**src/rtl/seeprom_bitbang_port.sv**
```systemverilog
module seeprom_bitbang_port #(
  parameter int ADDR_W = 8,
  parameter int DATA_W = 16,
  parameter int NSLOTS = 4,
  parameter logic [ADDR_W-1:0] MB_ADDR   = 'h0E,
  parameter logic [ADDR_W-1:0] SLOT_ADDR = 'h10
) (
  input  logic              clk,
  input  logic              rst_n,
  input  logic [ADDR_W-1:0] bus_addr,
  input  logic              bus_wr,
  input  logic [DATA_W-1:0] bus_wdata,
  output logic [DATA_W-1:0] bus_rdata,
  input  logic              mb_do,
  output logic              mb_cs,
  output logic              mb_clk,
  output logic              mb_di,
  input  logic [NSLOTS-1:0] slot_do,
  input  logic [NSLOTS-1:0] slot_present,
  output logic [NSLOTS-1:0] slot_cs,
  output logic [NSLOTS-1:0] slot_clk,
  output logic [NSLOTS-1:0] slot_di
);
  localparam int SEL_W = (NSLOTS > 1) ? $clog2(NSLOTS) : 1;

  localparam int MB_CS_B = 0, MB_CLK_B = 1, MB_DI_B = 2, MB_DO_B = 3;
  localparam int SL_CS_B = 4, SL_CLK_B = 2, SL_DI_B = 6, SL_DO_B = 7;

  logic hit_mb, hit_slot, wr_mb, wr_slot;
  logic [2:0] mb_q, sl_q;
  logic [SEL_W-1:0] sel_q;
  logic sel_ok, sel_do;

  assign hit_mb   = (bus_addr == MB_ADDR);
  assign hit_slot = (bus_addr == SLOT_ADDR);
  assign wr_mb    = bus_wr && hit_mb;
  assign wr_slot  = bus_wr && hit_slot;

  always_ff @(posedge clk) begin
    if (!rst_n) begin
      mb_q  <= '0;
      sl_q  <= '0;
      sel_q <= '0;
    end else begin
      if (wr_mb)
        mb_q <= {bus_wdata[MB_DI_B], bus_wdata[MB_CLK_B], bus_wdata[MB_CS_B]};
      if (wr_slot) begin
        sl_q  <= {bus_wdata[SL_DI_B], bus_wdata[SL_CLK_B], bus_wdata[SL_CS_B]};
        sel_q <= bus_wdata[SEL_W-1:0];
      end
    end
  end

  assign mb_cs  = mb_q[0];
  assign mb_clk = mb_q[1];
  assign mb_di  = mb_q[2];

  for (genvar i = 0; i < NSLOTS; i++) begin : g_slot
    logic picked;
    assign picked      = (sel_q == SEL_W'(i));
    assign slot_cs[i]  = picked & sl_q[0];
    assign slot_clk[i] = picked & sl_q[1];
    assign slot_di[i]  = picked & sl_q[2];
  end

  assign sel_ok = (int'(sel_q) < NSLOTS);
  assign sel_do = sel_ok ? (!slot_present[sel_q] || slot_do[sel_q]) : 1'b1;

  always_comb begin
    bus_rdata = '0;
    if (hit_mb)
      bus_rdata[MB_DO_B] = mb_do;
    else if (hit_slot)
      bus_rdata[SL_DO_B] = sel_do;
  end

  assert_mb_write_R2: assert property (@(posedge clk) disable iff (!rst_n)
    wr_mb |=> (mb_cs == $past(bus_wdata[MB_CS_B])) && (mb_clk == $past(bus_wdata[MB_CLK_B]))
              && (mb_di == $past(bus_wdata[MB_DI_B])));

  assert_slot_write_R4: assert property (@(posedge clk) disable iff (!rst_n)
    (wr_slot && int'(bus_wdata[SEL_W-1:0]) < NSLOTS) |=>
      (slot_cs[$past(bus_wdata[SEL_W-1:0])] == $past(bus_wdata[SL_CS_B])) &&
      (slot_clk[$past(bus_wdata[SEL_W-1:0])] == $past(bus_wdata[SL_CLK_B])) &&
      (slot_di[$past(bus_wdata[SEL_W-1:0])] == $past(bus_wdata[SL_DI_B])));

  assert_one_slot_R5: assert property (@(posedge clk) disable iff (!rst_n)
    $onehot0(slot_cs | slot_clk | slot_di));

  assert_mb_hold_R8: assert property (@(posedge clk) disable iff (!rst_n)
    !wr_mb |=> $stable({mb_cs, mb_clk, mb_di}));

  assert_slot_hold_R8: assert property (@(posedge clk) disable iff (!rst_n)
    !wr_slot |=> $stable({slot_cs, slot_clk, slot_di}));

  assert_quiet_bits_R9: assert property (@(posedge clk) disable iff (!rst_n)
    (bus_rdata & ~(DATA_W'(1) << MB_DO_B) & ~(DATA_W'(1) << SL_DO_B)) == '0);

  assert_unmapped_R9: assert property (@(posedge clk) disable iff (!rst_n)
    (!hit_mb && !hit_slot) |-> (bus_rdata == '0));
endmodule

```
**config.mk**
```make
export PLATFORM = sky130hd
export DESIGN_NAME = seeprom_bitbang_port
export DESIGN_NICKNAME = d
export VERILOG_FILES = /design/src/rtl/seeprom_bitbang_port.sv
export SDC_FILE = /design/constraint.sdc
export NUM_CORES = 1
export LEC_CHECK = 0
export ABC_AREA = 1
export CAP_MARGIN = 15
export CORE_MARGIN = 8
export CORE_UTILIZATION = 30
export DETAILED_ROUTE_END_ITERATION = 12
export GPL_TIMING_DRIVEN = 1
export PLACE_DENSITY = 0.79
export SYNTH_ARGS = -nofsm -noshare
export SYNTH_HDL_FRONTEND = slang
export SYNTH_SLANG_ARGS = --single-unit
```
**constraint.sdc**
```tcl
create_clock -name clk -period 1.7 [get_ports clk]
set_input_delay 0.51 -clock clk [delete_from_list [all_inputs] [get_ports clk]]
set_output_delay 0.51 -clock clk [all_outputs]
set_load 0.01 [all_outputs]
```
==> out/summary.md <==
* combined buffer and inverter count along the critical path: 2
* share of cells above drive strength 1: 31.5%
* CTS H-Tree Depth: 1
* detailed-route via count: 857
* clock tree skew after final layout: 0 ns
* clock input transition at the sequential cells of the worst setup and hold paths: 0.06 ns
* overflow left after global routing: 0
* Max clock buf depth: 2
* count of placed standard cells in the final layout, fillers left out: 211
* setup repair after global routing missed its margin: yes
* post-route ant nets: 0
* maximum ir drop on the vdd rail: 0.327 mV
* Root Driver: clkbuf_4
* minimum hold slack: 0.488 ns
* outcome: complete, but fails checks
* cell mode on critical path: nand2_1
* required time at the worst-slack endpoint: 1.19 ns
* critical path, cell by cell: inv_2 > nor2_4 > nand2_1 > nand2_1 > nor2_1 > a21boi_2 > buf_2
* reported max-cap violation count: 0
* part of the cycle the worst path needs: 102%
* maximum number of pins on one net before global-route repair: 12
* leakage power summed over all cells: 0.637 nW
* min Tclk post-route: 1.74 ns
* worst-path cell with the longest stage delay: dfxtp_4
* CP Launch Type: register
* violations in the final reports: negative setup slack
* Critical Path Sink Type: output port
* Data arrival, critical path: 1.23 ns
* total count of hold-check failures in the final report: 0
* number of nets in the layout: 219
* number of input and output port buffers inserted: 41
* area of the core: 2410 um^2
* initial cell density of the core: 30.5%
* Avg Inst Size Synth: 5.70 um^2
* TritonCTS clock tree: built
* power density normalized to cell area: 384 nW/um^2
* Max Transition Viols Final: 0
* type of the worst min-delay path: register to register
* initial antenna violation count: 0
* share of the core filled with cells: 47.9%
* placement row count: 18
* Warnings, synthesis: 0
* number of cells produced by synthesis: 129
* die width: 65.5 um
* Post-Place Cells: 202
* Total Routed Length: 2.28 mm
* number of global-route vias before repair: 831
* DRC violations left: 0
* maximum clock rate: 575 MHz
* first-pass GRT wire length: 3.43 mm
* post-DR wirelength/cell: 10.8 um
* crit-path leading delay family: flip-flops
* die footprint: 4290 um^2
* Crit Path Max Fanout: 4
* post-synthesis instance area: 736 um^2
* Final GP Congestion: 0.797
* number of diodes added for antenna fixing: 0
* share of synthesized area occupied by flip-flops and latches: 21.8%
* detailed-route vias per instance: 4.06
* number of buffers created by CTS: 3
* Crit Path Class: register to output port
* final worst setup slack: -0.0377 ns
* Top-Level Pins: 67
* flop and latch count out of synthesis: 8
* clock latency on the worst-skew pair: 0.27 ns
* vertical die dimension: 65.5 um
* DR pass1 iterations: 4
* post-synth cell types: 17
* highest cell delay on the worst timing path: 0.37 ns
* pre-CTS WS: -0.765 ns
* Total Routing Usage GR: 10.0%
* relative area change from synthesis to final layout: 56.8%
* number of DRC violations after detailed-routing iteration 0: 34
* final setup fails: 1
* HPWL Detailed: 1.70 mm
* clock sink count: 8
* cts hold-fix bufs: 0
## worst reg2reg max path: stages (launching register included)
cell and delay [ns]:
dfxtp_4 0.38, buf_4 0.14, a21oi_2 0.09, nor2_1 0.05
## through the flow
stage	setup TNS, ns	instance area [um^2]	power, W
after CTS	-0.0579	1150	0.000450
after global placement	-2.73	1150	0.000299
after global routing	-0.271	1150	0.000470
after detailed placement	-3.09	1150	0.000300
after floorplan	0	785	0.000260
final	-0.0377	1150	0.000442
## layout by cell type (no fill, tap or decap), types with 3 or more instances in the layout
cell              n
nand2_1          27
nor2_1           25
inv_1            20
buf_2            15
conb_1           14
buf_4            12
clkdlybuf4s50_1   9
dlygate4sd2_1     8
nand3_1           6
clkbuf_2          6
dfxtp_1           6
inv_2             4
a21oi_1           4
nor2_2            3
nand2_2           3
nand4_1           3
clkbuf_4          3
## state kept, by name, indices dropped and copies added, names as in the netlist
name / cells
sel_q: 2
mb_q: 3
sl_q: 3
## cell type report
type                            count  area, um^2
Fill cell                         274        1260
Multi-Input combinational cell     92         435
Timing Repair Buffer               54         400
Sequential cell                     8         168
Inverter                           24        90.1
Tap cell                           30        37.5
Clock buffer                        3        22.5
## metal layers
| metal | track usage [%] | routed length [um] |
|---|---|---|
| met2 | 17.2 | 1050 |
| met4 | 4.09 | 17 |
| met5 | 0 | 0 |
| met3 | 3.74 | 197 |
| met1 | 10.8 | 1010 |
## what timing repair did
item / 4_1_cts / 5_1_grt
endpoints found under the setup margin: 14 / 11
pin swaps: 20 / 10
hold endpoints to repair: 0 / 0
setup buffers: 6 / 0
gates resized for setup: 91 / 18
## synthesized netlist by cell type
master,instances,area share (%)
a21boi_2,1,1.5
a21oi_1,4,2.7
a21oi_2,1,1.2
and3_1,1,0.85
buf_2,1,0.68
buf_4,16,16
buf_6,1,1.5
conb_1,1,0.51
dfxtp_1,8,22
inv_1,23,12
inv_2,1,0.51
nand2_1,30,15
nand3_1,7,4.8
nand3_2,1,1.4
nand4_1,3,2.6
nor2_1,26,13
nor2_2,4,3.4
## cell families after synthesis
family / count (synthesis) / share of synthesized area (%)
flip-flops: 8 / 21.8
AO/OA/AOI/OAI: 6 / 5.44
buffers and inverters: 42 / 30.8
other: 1 / 0.510
AND/OR/NAND/NOR: 72 / 41.5
## final timing paths
| kind | startpoint | endpoint | slack [ns] | cells past startpoint |
|---|---|---|---|---|
| worst max-delay path | sel_q[1]$_SDFFE_PN0P_ | bus_rdata[7] | -0.04 | 7 |
| worst min-delay path | sl_q[1]$_SDFFE_PN0P_ | sl_q[1]$_SDFFE_PN0P_ | 0.49 | 2 |
| worst max register to register | sel_q[0]$_SDFFE_PN0P_ | sel_q[0]$_SDFFE_PN0P_ | 0.94 | 3 |
| worst min register to register | sl_q[1]$_SDFFE_PN0P_ | sl_q[1]$_SDFFE_PN0P_ | 0.49 | 2 |
## where the power goes
part / internal [W] / total [W] / switching [W] / leakage (nW)
logic: 0.0000512 / 0.000104 / 0.0000530 / 0.557
clock network: 0.0000812 / 0.000153 / 0.0000716 / 0.0138
registers: 0.000185 / 0.000185 / 0.000000410 / 0.0660
total: 0.000317 / 0.000442 / 0.000125 / 0.637
(Power assumes the default switching activity.)
